===== src/rtl/tt_pkg.sv =====
package tt_pkg;

    localparam int DATA_W   = 32;
    localparam int HALF_W   = 16;
    localparam int ADDR_W   = 12;
    localparam int CTRL_W   = 8;
    localparam int IDX_W    = 3;
    localparam int NUM_TMR  = 2;
    localparam int PS_W     = 8;

    // Control byte: field positions are visible to software.
    typedef struct packed {
        logic       enable;    // bit 7
        logic       periodic;  // bit 6
        logic       irq_en;    // bit 5
        logic       spare;     // bit 4
        logic [1:0] scale;     // bits 3:2
        logic       wide;      // bit 1
        logic       oneshot;   // bit 0
    } tmr_ctrl_t;

    localparam tmr_ctrl_t CTRL_RESET = '{enable: 1'b0, periodic: 1'b0, irq_en: 1'b1,
                                         spare: 1'b0, scale: 2'b00, wide: 1'b0,
                                         oneshot: 1'b0};

    typedef enum logic [1:0] {
        SC_DIV1   = 2'b00,
        SC_DIV16  = 2'b01,
        SC_DIV256 = 2'b10,
        SC_RSVD   = 2'b11
    } scale_e;

    // Word index inside one timer window.
    typedef enum logic [IDX_W-1:0] {
        IX_RELOAD = 3'd0,
        IX_COUNT  = 3'd1,
        IX_CTRL   = 3'd2,
        IX_ACK    = 3'd3,
        IX_RAW    = 3'd4,
        IX_MASKED = 3'd5,
        IX_SHADOW = 3'd6,
        IX_NONE   = 3'd7
    } reg_idx_e;

    typedef enum logic [1:0] {
        RG_TIMER = 2'd0,
        RG_TEST  = 2'd1,
        RG_IDENT = 2'd2,
        RG_NONE  = 2'd3
    } region_e;

    typedef struct packed {
        region_e          region;
        logic             tmr_sel;
        logic [IDX_W-1:0] idx;
    } decode_t;

    function automatic logic [DATA_W-1:0] fit_count(input logic [DATA_W-1:0] v,
                                                    input logic wide);
        return wide ? v : {{(DATA_W-HALF_W){1'b0}}, v[HALF_W-1:0]};
    endfunction

    function automatic logic [7:0] ident_byte(input logic [IDX_W-1:0] i);
        case (i)
            3'd0:    return 8'h04;
            3'd1:    return 8'h18;
            3'd2:    return 8'h14;
            3'd3:    return 8'h00;
            3'd4:    return 8'h0D;
            3'd5:    return 8'hF0;
            3'd6:    return 8'h05;
            default: return 8'hB1;
        endcase
    endfunction

endpackage


===== src/rtl/tt_prescale.sv =====
module tt_prescale
    import tt_pkg::*;
(
    input  logic       clk,
    input  logic       rst,
    input  logic       run_i,
    input  logic       tick_i,
    input  logic [1:0] scale_i,
    output logic       fire_o
);
    logic [PS_W-1:0] cnt_q;
    logic            wrap;

    always_comb begin
        case (scale_e'(scale_i))
            SC_DIV16:  wrap = (cnt_q[3:0] == 4'hF);
            SC_DIV256: wrap = (cnt_q == {PS_W{1'b1}});
            default:   wrap = 1'b1;
        endcase
    end

    assign fire_o = run_i & tick_i & wrap;

    always_ff @(posedge clk) begin
        if (rst || !run_i) begin
            cnt_q <= '0;
        end else if (tick_i) begin
            cnt_q <= cnt_q + 1'b1;
        end
    end

endmodule


===== src/rtl/tt_addr_map.sv =====
module tt_addr_map
    import tt_pkg::*;
(
    input  logic [ADDR_W-1:0] addr_i,
    output decode_t           dec_o
);
    localparam int TMR_SPAN_B = 6;   // two 32-byte windows

    always_comb begin
        dec_o.region  = RG_NONE;
        dec_o.tmr_sel = addr_i[5];
        dec_o.idx     = addr_i[4:2];
        if (addr_i[1:0] != 2'b00) begin
            dec_o.region = RG_NONE;
        end else if (addr_i[ADDR_W-1:TMR_SPAN_B] == '0) begin
            dec_o.region = RG_TIMER;
        end else if (addr_i[ADDR_W-1:5] == {(ADDR_W-5){1'b1}}) begin
            dec_o.region = RG_IDENT;
        end else if (addr_i[ADDR_W-1:3] == 9'h1E0) begin
            dec_o.region = RG_TEST;
        end
    end

endmodule


===== src/rtl/tt_timer_core.sv =====
module tt_timer_core
    import tt_pkg::*;
(
    input  logic              clk,
    input  logic              rst,
    input  logic              tick_i,
    input  logic              wr_i,
    input  logic [IDX_W-1:0]  idx_i,
    input  logic [DATA_W-1:0] wdata_i,
    output logic [DATA_W-1:0] rd_data_o,
    output logic              rd_hit_o,
    output logic              irq_o
);
    tmr_ctrl_t         ctrl_q;
    logic [DATA_W-1:0] reload_q;
    logic [DATA_W-1:0] cnt_q;
    logic [DATA_W-1:0] cnt_step;
    logic              raw_q;
    logic              fire;
    logic              wr_load;

    tt_prescale u_pre (
        .clk     (clk),
        .rst     (rst),
        .run_i   (ctrl_q.enable),
        .tick_i  (tick_i),
        .scale_i (ctrl_q.scale),
        .fire_o  (fire)
    );

    assign wr_load = wr_i && (idx_i == IX_RELOAD);

    always_comb begin
        if (cnt_q != '0) begin
            cnt_step = cnt_q - 1'b1;
        end else if (ctrl_q.oneshot) begin
            cnt_step = '0;
        end else if (ctrl_q.periodic) begin
            cnt_step = fit_count(reload_q, ctrl_q.wide);
        end else begin
            cnt_step = fit_count({DATA_W{1'b1}}, ctrl_q.wide);
        end
    end

    always_ff @(posedge clk) begin
        if (rst) begin
            ctrl_q   <= CTRL_RESET;
            reload_q <= '0;
            cnt_q    <= '0;
            raw_q    <= 1'b0;
        end else begin
            if (wr_i && idx_i == IX_CTRL) begin
                ctrl_q <= tmr_ctrl_t'(wdata_i[CTRL_W-1:0]);
            end
            if (wr_i && (idx_i == IX_RELOAD || idx_i == IX_SHADOW)) begin
                reload_q <= wdata_i;
            end
            if (wr_load) begin
                cnt_q <= fit_count(wdata_i, ctrl_q.wide);
            end else if (fire) begin
                cnt_q <= cnt_step;
            end
            if (fire && !wr_load && cnt_q == {{(DATA_W-1){1'b0}}, 1'b1}) begin
                raw_q <= 1'b1;
            end else if (wr_i && idx_i == IX_ACK) begin
                raw_q <= 1'b0;
            end
        end
    end

    assign irq_o = raw_q & ctrl_q.irq_en;

    always_comb begin
        rd_hit_o  = 1'b1;
        rd_data_o = '0;
        case (reg_idx_e'(idx_i))
            IX_RELOAD, IX_SHADOW: rd_data_o = reload_q;
            IX_COUNT:             rd_data_o = cnt_q;
            IX_CTRL:              rd_data_o = {{(DATA_W-CTRL_W){1'b0}}, ctrl_q};
            IX_RAW:               rd_data_o = {{(DATA_W-1){1'b0}}, raw_q};
            IX_MASKED:            rd_data_o = {{(DATA_W-1){1'b0}}, irq_o};
            default:              rd_hit_o  = 1'b0;
        endcase
    end

    // a load write puts the (width-fitted) value into the count
    a_r4_load_sets_count: assert property (@(posedge clk) disable iff (rst)
        wr_load |=> cnt_q == fit_count($past(wdata_i), $past(ctrl_q.wide)));

    // a decrement reaching zero leaves the raw flag set
    a_r5_zero_raises_flag: assert property (@(posedge clk) disable iff (rst)
        (fire && !wr_load && cnt_q == {{(DATA_W-1){1'b0}}, 1'b1}) |=> raw_q);

    // a one-shot timer parked at zero stays there
    a_r6_oneshot_parks: assert property (@(posedge clk) disable iff (rst)
        (ctrl_q.oneshot && cnt_q == '0 && !wr_load) |=> cnt_q == '0);

    // the interrupt line never rises without the enable bit
    a_r8_irq_needs_enable: assert property (@(posedge clk) disable iff (rst)
        irq_o |-> ctrl_q.irq_en);

endmodule


===== src/rtl/tt_dual_timer.sv =====
module tt_dual_timer
    import tt_pkg::*;
(
    input  logic                clk,
    input  logic                rst,
    input  logic                req_i,
    input  logic                we_i,
    input  logic [ADDR_W-1:0]   addr_i,
    input  logic [DATA_W-1:0]   wdata_i,
    output logic [DATA_W-1:0]   rdata_o,
    output logic                err_o,
    input  logic [NUM_TMR-1:0]  tick_i,
    output logic [NUM_TMR-1:0]  irq_o,
    output logic                irq_any_o
);
    decode_t           dec;
    logic [DATA_W-1:0] core_rd  [NUM_TMR];
    logic [NUM_TMR-1:0] core_hit;
    logic [DATA_W-1:0] rd_next;
    logic              bad_next;

    tt_addr_map u_map (
        .addr_i (addr_i),
        .dec_o  (dec)
    );

    for (genvar g = 0; g < NUM_TMR; g++) begin : g_tmr
        logic sel;
        assign sel = req_i && we_i && dec.region == RG_TIMER && dec.tmr_sel == g[0];
        tt_timer_core u_core (
            .clk       (clk),
            .rst       (rst),
            .tick_i    (tick_i[g]),
            .wr_i      (sel),
            .idx_i     (dec.idx),
            .wdata_i   (wdata_i),
            .rd_data_o (core_rd[g]),
            .rd_hit_o  (core_hit[g]),
            .irq_o     (irq_o[g])
        );
    end

    assign irq_any_o = |irq_o;

    always_comb begin
        rd_next  = '0;
        bad_next = 1'b0;
        case (dec.region)
            RG_TIMER: begin
                rd_next  = core_rd[dec.tmr_sel];
                bad_next = !we_i && !core_hit[dec.tmr_sel];
            end
            RG_IDENT: begin
                rd_next  = {{(DATA_W-8){1'b0}}, ident_byte(dec.idx)};
                bad_next = we_i;
            end
            RG_TEST:  bad_next = we_i;
            default:  bad_next = 1'b1;
        endcase
    end

    always_ff @(posedge clk) begin
        if (rst) begin
            rdata_o <= '0;
            err_o   <= 1'b0;
        end else begin
            err_o <= req_i && bad_next;
            if (req_i && !we_i) begin
                rdata_o <= rd_next;
            end
        end
    end

    // an error pulse always traces back to a request
    a_r12_err_after_req: assert property (@(posedge clk) disable iff (rst)
        err_o |-> $past(req_i));

    // identification reads leave the upper bits clear
    a_r10_ident_upper_zero: assert property (@(posedge clk) disable iff (rst)
        (req_i && !we_i && dec.region == RG_IDENT) |=> rdata_o[DATA_W-1:8] == '0);

    // test-control reads return zero without error
    a_r11_test_reads_zero: assert property (@(posedge clk) disable iff (rst)
        (req_i && !we_i && dec.region == RG_TEST) |=> (rdata_o == '0 && !err_o));

endmodule


===== config.mk =====
export PLATFORM = sky130hd
export DESIGN_NAME = tt_dual_timer
export DESIGN_NICKNAME = d
export VERILOG_FILES = /design/src/rtl/tt_pkg.sv /design/src/rtl/tt_prescale.sv /design/src/rtl/tt_addr_map.sv /design/src/rtl/tt_timer_core.sv /design/src/rtl/tt_dual_timer.sv
export SDC_FILE = /design/constraint.sdc
export NUM_CORES = 1
export LEC_CHECK = 0
export BUFFER_PORTS_ARGS = -buffer_cell sky130_fd_sc_hd__buf_2
export CORE_MARGIN = 1.5
export CORE_UTILIZATION = 45
export CTS_CLUSTER_DIAMETER = 150
export DETAILED_ROUTE_END_ITERATION = 10
export SLEW_MARGIN = 40
export SYNTH_ARGS = -nofsm -noshare
export SYNTH_HDL_FRONTEND = slang
export SYNTH_HIERARCHICAL = 1
export SYNTH_SLANG_ARGS = --single-unit
export TNS_END_PERCENT = 30

===== constraint.sdc =====
create_clock -name clk -period 4.01 [get_ports clk]
set_input_delay 0 -clock clk [delete_from_list [all_inputs] [get_ports clk]]
set_output_delay 0 -clock clk [all_outputs]
set_load 0.1 [all_outputs]

==> impl_results.md <==
* Top post-synthesis cells by area: dfxtp_1 (34%), nand2_1 (7.2%), a21oi_1 (6.9%)
* Routed wire length per instance at roughly 20 um
* LEAKAGE at 0.00474 uW
* Multi-input logic area at about 7000 um2
* Syn Area/Cell at 7.57 um2
* Layout cells sized above 1 at 13.5%
* Port buffer count at 85
* Vias/cell at approximately 6.0
* Total CTS buffers at 17
* MaxCap Viol Count at 0
* Crit path time final at roughly 3.2 ns
* Clk buf depth at 2
* Post-DP HPWL at 26.1 mm
* RSZ-0062 raised after global routing: no
* CTS Sinks at 195
* Fmax at 316 MHz
* Diode count at 0
* Core box area at 25000 um2
* Die width at 162 um
* Die Height at 162 um
* FF/Latch Area at 3900 um2
* Critical path class: reg -> reg
* Tcrit/Tclk final at 79.0%
* Row count at 58
* Root Driver: clkbuf_16
* Total power at 3950 uW
* Maximum VDD drop at 249 uV
* Setup TNS at 0 ns
* Largest area contributor in the netlist: dfxtp_1
* EDFF count, synth at 0
* # fillers at 2460
* Grt ovf at 0
* Starting Density at 45.7%
* Clock transition at path regs at 0.08 ns
* Async SR Flop Fraction at 0%
* Final Util at 51.6%
* Worst Skew at 0.0170 ns
* Warnings, synthesis at 6
* Nets at 1622
* Post-Syn Instances at 1511
* Full die area at 26400 um2
* Arr. time, crit path at 3.54 ns
* DRC violations left at 0
* All-Layer GR Usage at 28.7%
* Final ANT Viol Nets at 0
* Crit path launch type: flip-flop
* Synth-to-Final Area Change at 13.0%
* Synthesized area at 11400 um2
* H-tree depth at 4
* Design Area, Final at 12900 um2
* CTS tree: done
* Pre-antenna DRT Iters at 5
* Io pins at 86
* Initial antenna violation count at 0
* WP data required at 4.38 ns
* Slew HR at 45.3%
* Least-Margin Pin Slew at 0.821 ns
* Detailed-route via count at roughly 11000
* Slew Viols, Final at 0
* Crit. End Element: flip-flop
* Sequential fraction of the synthesis area at approximately a third
* Final hold slack at 0.0644 ns
* Final hold vios at 0
* Clock latency on the worst-skew pair at approximately 0.45 ns
* First-pass GRT wire length at 59.4 mm
* HP Class: in -> reg
* Final WL at 37.9 mm
* Number of global-route vias before repair at between 10000 and 15000
* Final setup violation count at 0
* Outcome: finished, final reports clean
* #FFs+latches synth at slightly below 200
* Syn nets at 1574
* DP Area at approximately 12000 um2
* Initial drt markers at 1164
* Power Dens Cells at 306 nW/um2
* Unique cell type count in the Yosys netlist at slightly below 80
* Top FF cell, synth: dfxtp_1
* Crit Path Max Fanout at 17
* Largest net degree at the start of global routing at 86
* GPL Wtd Cong at between 0.8 and 0.9
* Synth top area share at about a third
[per-stage QoR]
stage	setup slack [ns]	instances
detailed placement	0.585	1834
global route	0.675	1902
CTS	0.937	1902
global placement	0.714	1834
floorplan	0.741	1511
finish	0.841	1902
[routing by layer]
metal | wire (um) | vias up | global-route usage [%]
met5 | 0 | - | 0
li1 | - | 5508 | -
met3 | 2760 | 44 | 4.46
met4 | 501 | 0 | 7.17
met1 | 17400 | 5422 | 41.2
met2 | 17200 | 428 | 45.0
[cell usage after synthesis (5+ instances only)]
cell type    n
or3_1       23
nor2_1     161
buf_4        8
xnor2_1     20
nand4_1      9
xor2_1      24
o21bai_1     7
and2_1       8
and3_1      14
nor4_1      25
nand3b_1     6
nand3_1     27
buf_6        9
or2_2        9
o21ai_0     66
dfxtp_1    195
nand2b_1    20
inv_1       28
mux2_2       8
nor3_1      61
a221oi_1     6
a211oi_1    17
mux2i_1     34
a221o_1      6
nor3_2       8
a22o_1      48
buf_2        9
nand2_1    220
a31oi_1     22
ha_1        13
nor4_2       6
a21oi_1    158
nor3b_1      6
a22oi_1     33
nor2b_1     10
o211ai_1     5
clkbuf_1    95
o22ai_1     12
[placed cells by master (no fill, tap or decap), drive strengths merged, types with 8 or more instances in the layout]
cell type    instances
and3                14
mux2                 8
nand3               27
xor2                24
nor3                69
ha                  13
xnor2               20
a22oi               33
o21ai               69
a21oi              158
or3                 24
nand2b              20
a22o                48
a211oi              18
buf                119
dfxtp              195
mux2i               34
or2                  9
a31oi               22
nor4                31
nor2b               10
and2                 8
nor2               161
clkbuf              19
nand4               11
dlygate4sd3         36
o22ai               12
inv                 35
nand2              220
[power breakdown]
group          total (uW)  switching, uW  internal [uW]
clock network        1750            851            900
registers            1940           1.65           1940
logic                 263            189           74.7
total                3950           1040           2910
[sequential cells by signal (all words and copies together), names as in the netlist]
| register | flops |
|---|---|
| g_tmr.u_core/reload_q | 64 |
| g_tmr.u_core/cnt_q | 64 |
| err_o | 1 |
| g_tmr.u_core/u_pre/cnt_q | 16 |
| rdata_o | 32 |
| g_tmr.u_core/ctrl_q | 16 |
| g_tmr.u_core/raw_q | 2 |
[area by class of cell]
type                       instances  share of cell area, %
multi-input combinational       1161                   53.1
clock inverter                    13                   1.09
sequential                       195                   30.2
tap                              330                   3.20
clock buffer                      19                   3.43
inverter                          29                  0.843
timing repair buffer             155                   8.11
[worst paths after layout]
kind | start | end | slack (ns) | cells after the start
setup / recovery | g_tmr[1].u_core/cnt_q[16]$_SDFFE_PP0P_ | g_tmr[1].u_core/cnt_q[28]$_SDFFE_PP0P_ | 0.84 | 6
hold / removal | rst | g_tmr[0].u_core/ctrl_q[2]$_SDFFE_PP0P_ | 0.06 | 2
setup reg to reg | g_tmr[1].u_core/cnt_q[16]$_SDFFE_PP0P_ | g_tmr[1].u_core/cnt_q[28]$_SDFFE_PP0P_ | 0.84 | 6
hold reg to reg | g_tmr[1].u_core/ctrl_q[4]$_SDFFE_PP0P_ | g_tmr[1].u_core/ctrl_q[4]$_SDFFE_PP0P_ | 0.46 | 2
[logic make-up after synthesis]
| family | after synthesis | share of synthesized area (%) |
|---|---|---|
| flops | 195 | 34.1 |
| mux | 42 | 3.76 |
| compound gates | 425 | 24.0 |
| fa+ha+maj | 13 | 1.42 |
| simple gates | 637 | 27.0 |
| buf+inv | 155 | 6.32 |
| xor+xnor | 44 | 3.37 |
[what timing repair did]
action	4_1_cts	5_1_grt
resized for setup	0	0
hold buffers	36	0
buffers inserted	0	0
endpoints found under the hold margin	129	0
[worst max-delay path: stages, from the launching register on]
cell and delay [ns]:
dfxtp_1 0.36, or3_4 0.41, or4_1 0.67, or3_1 0.77, nor2_1 0.52, o21ai_0 0.17
a31oi_1 0.19
Note: power is estimated with default switching activity, not from simulation.
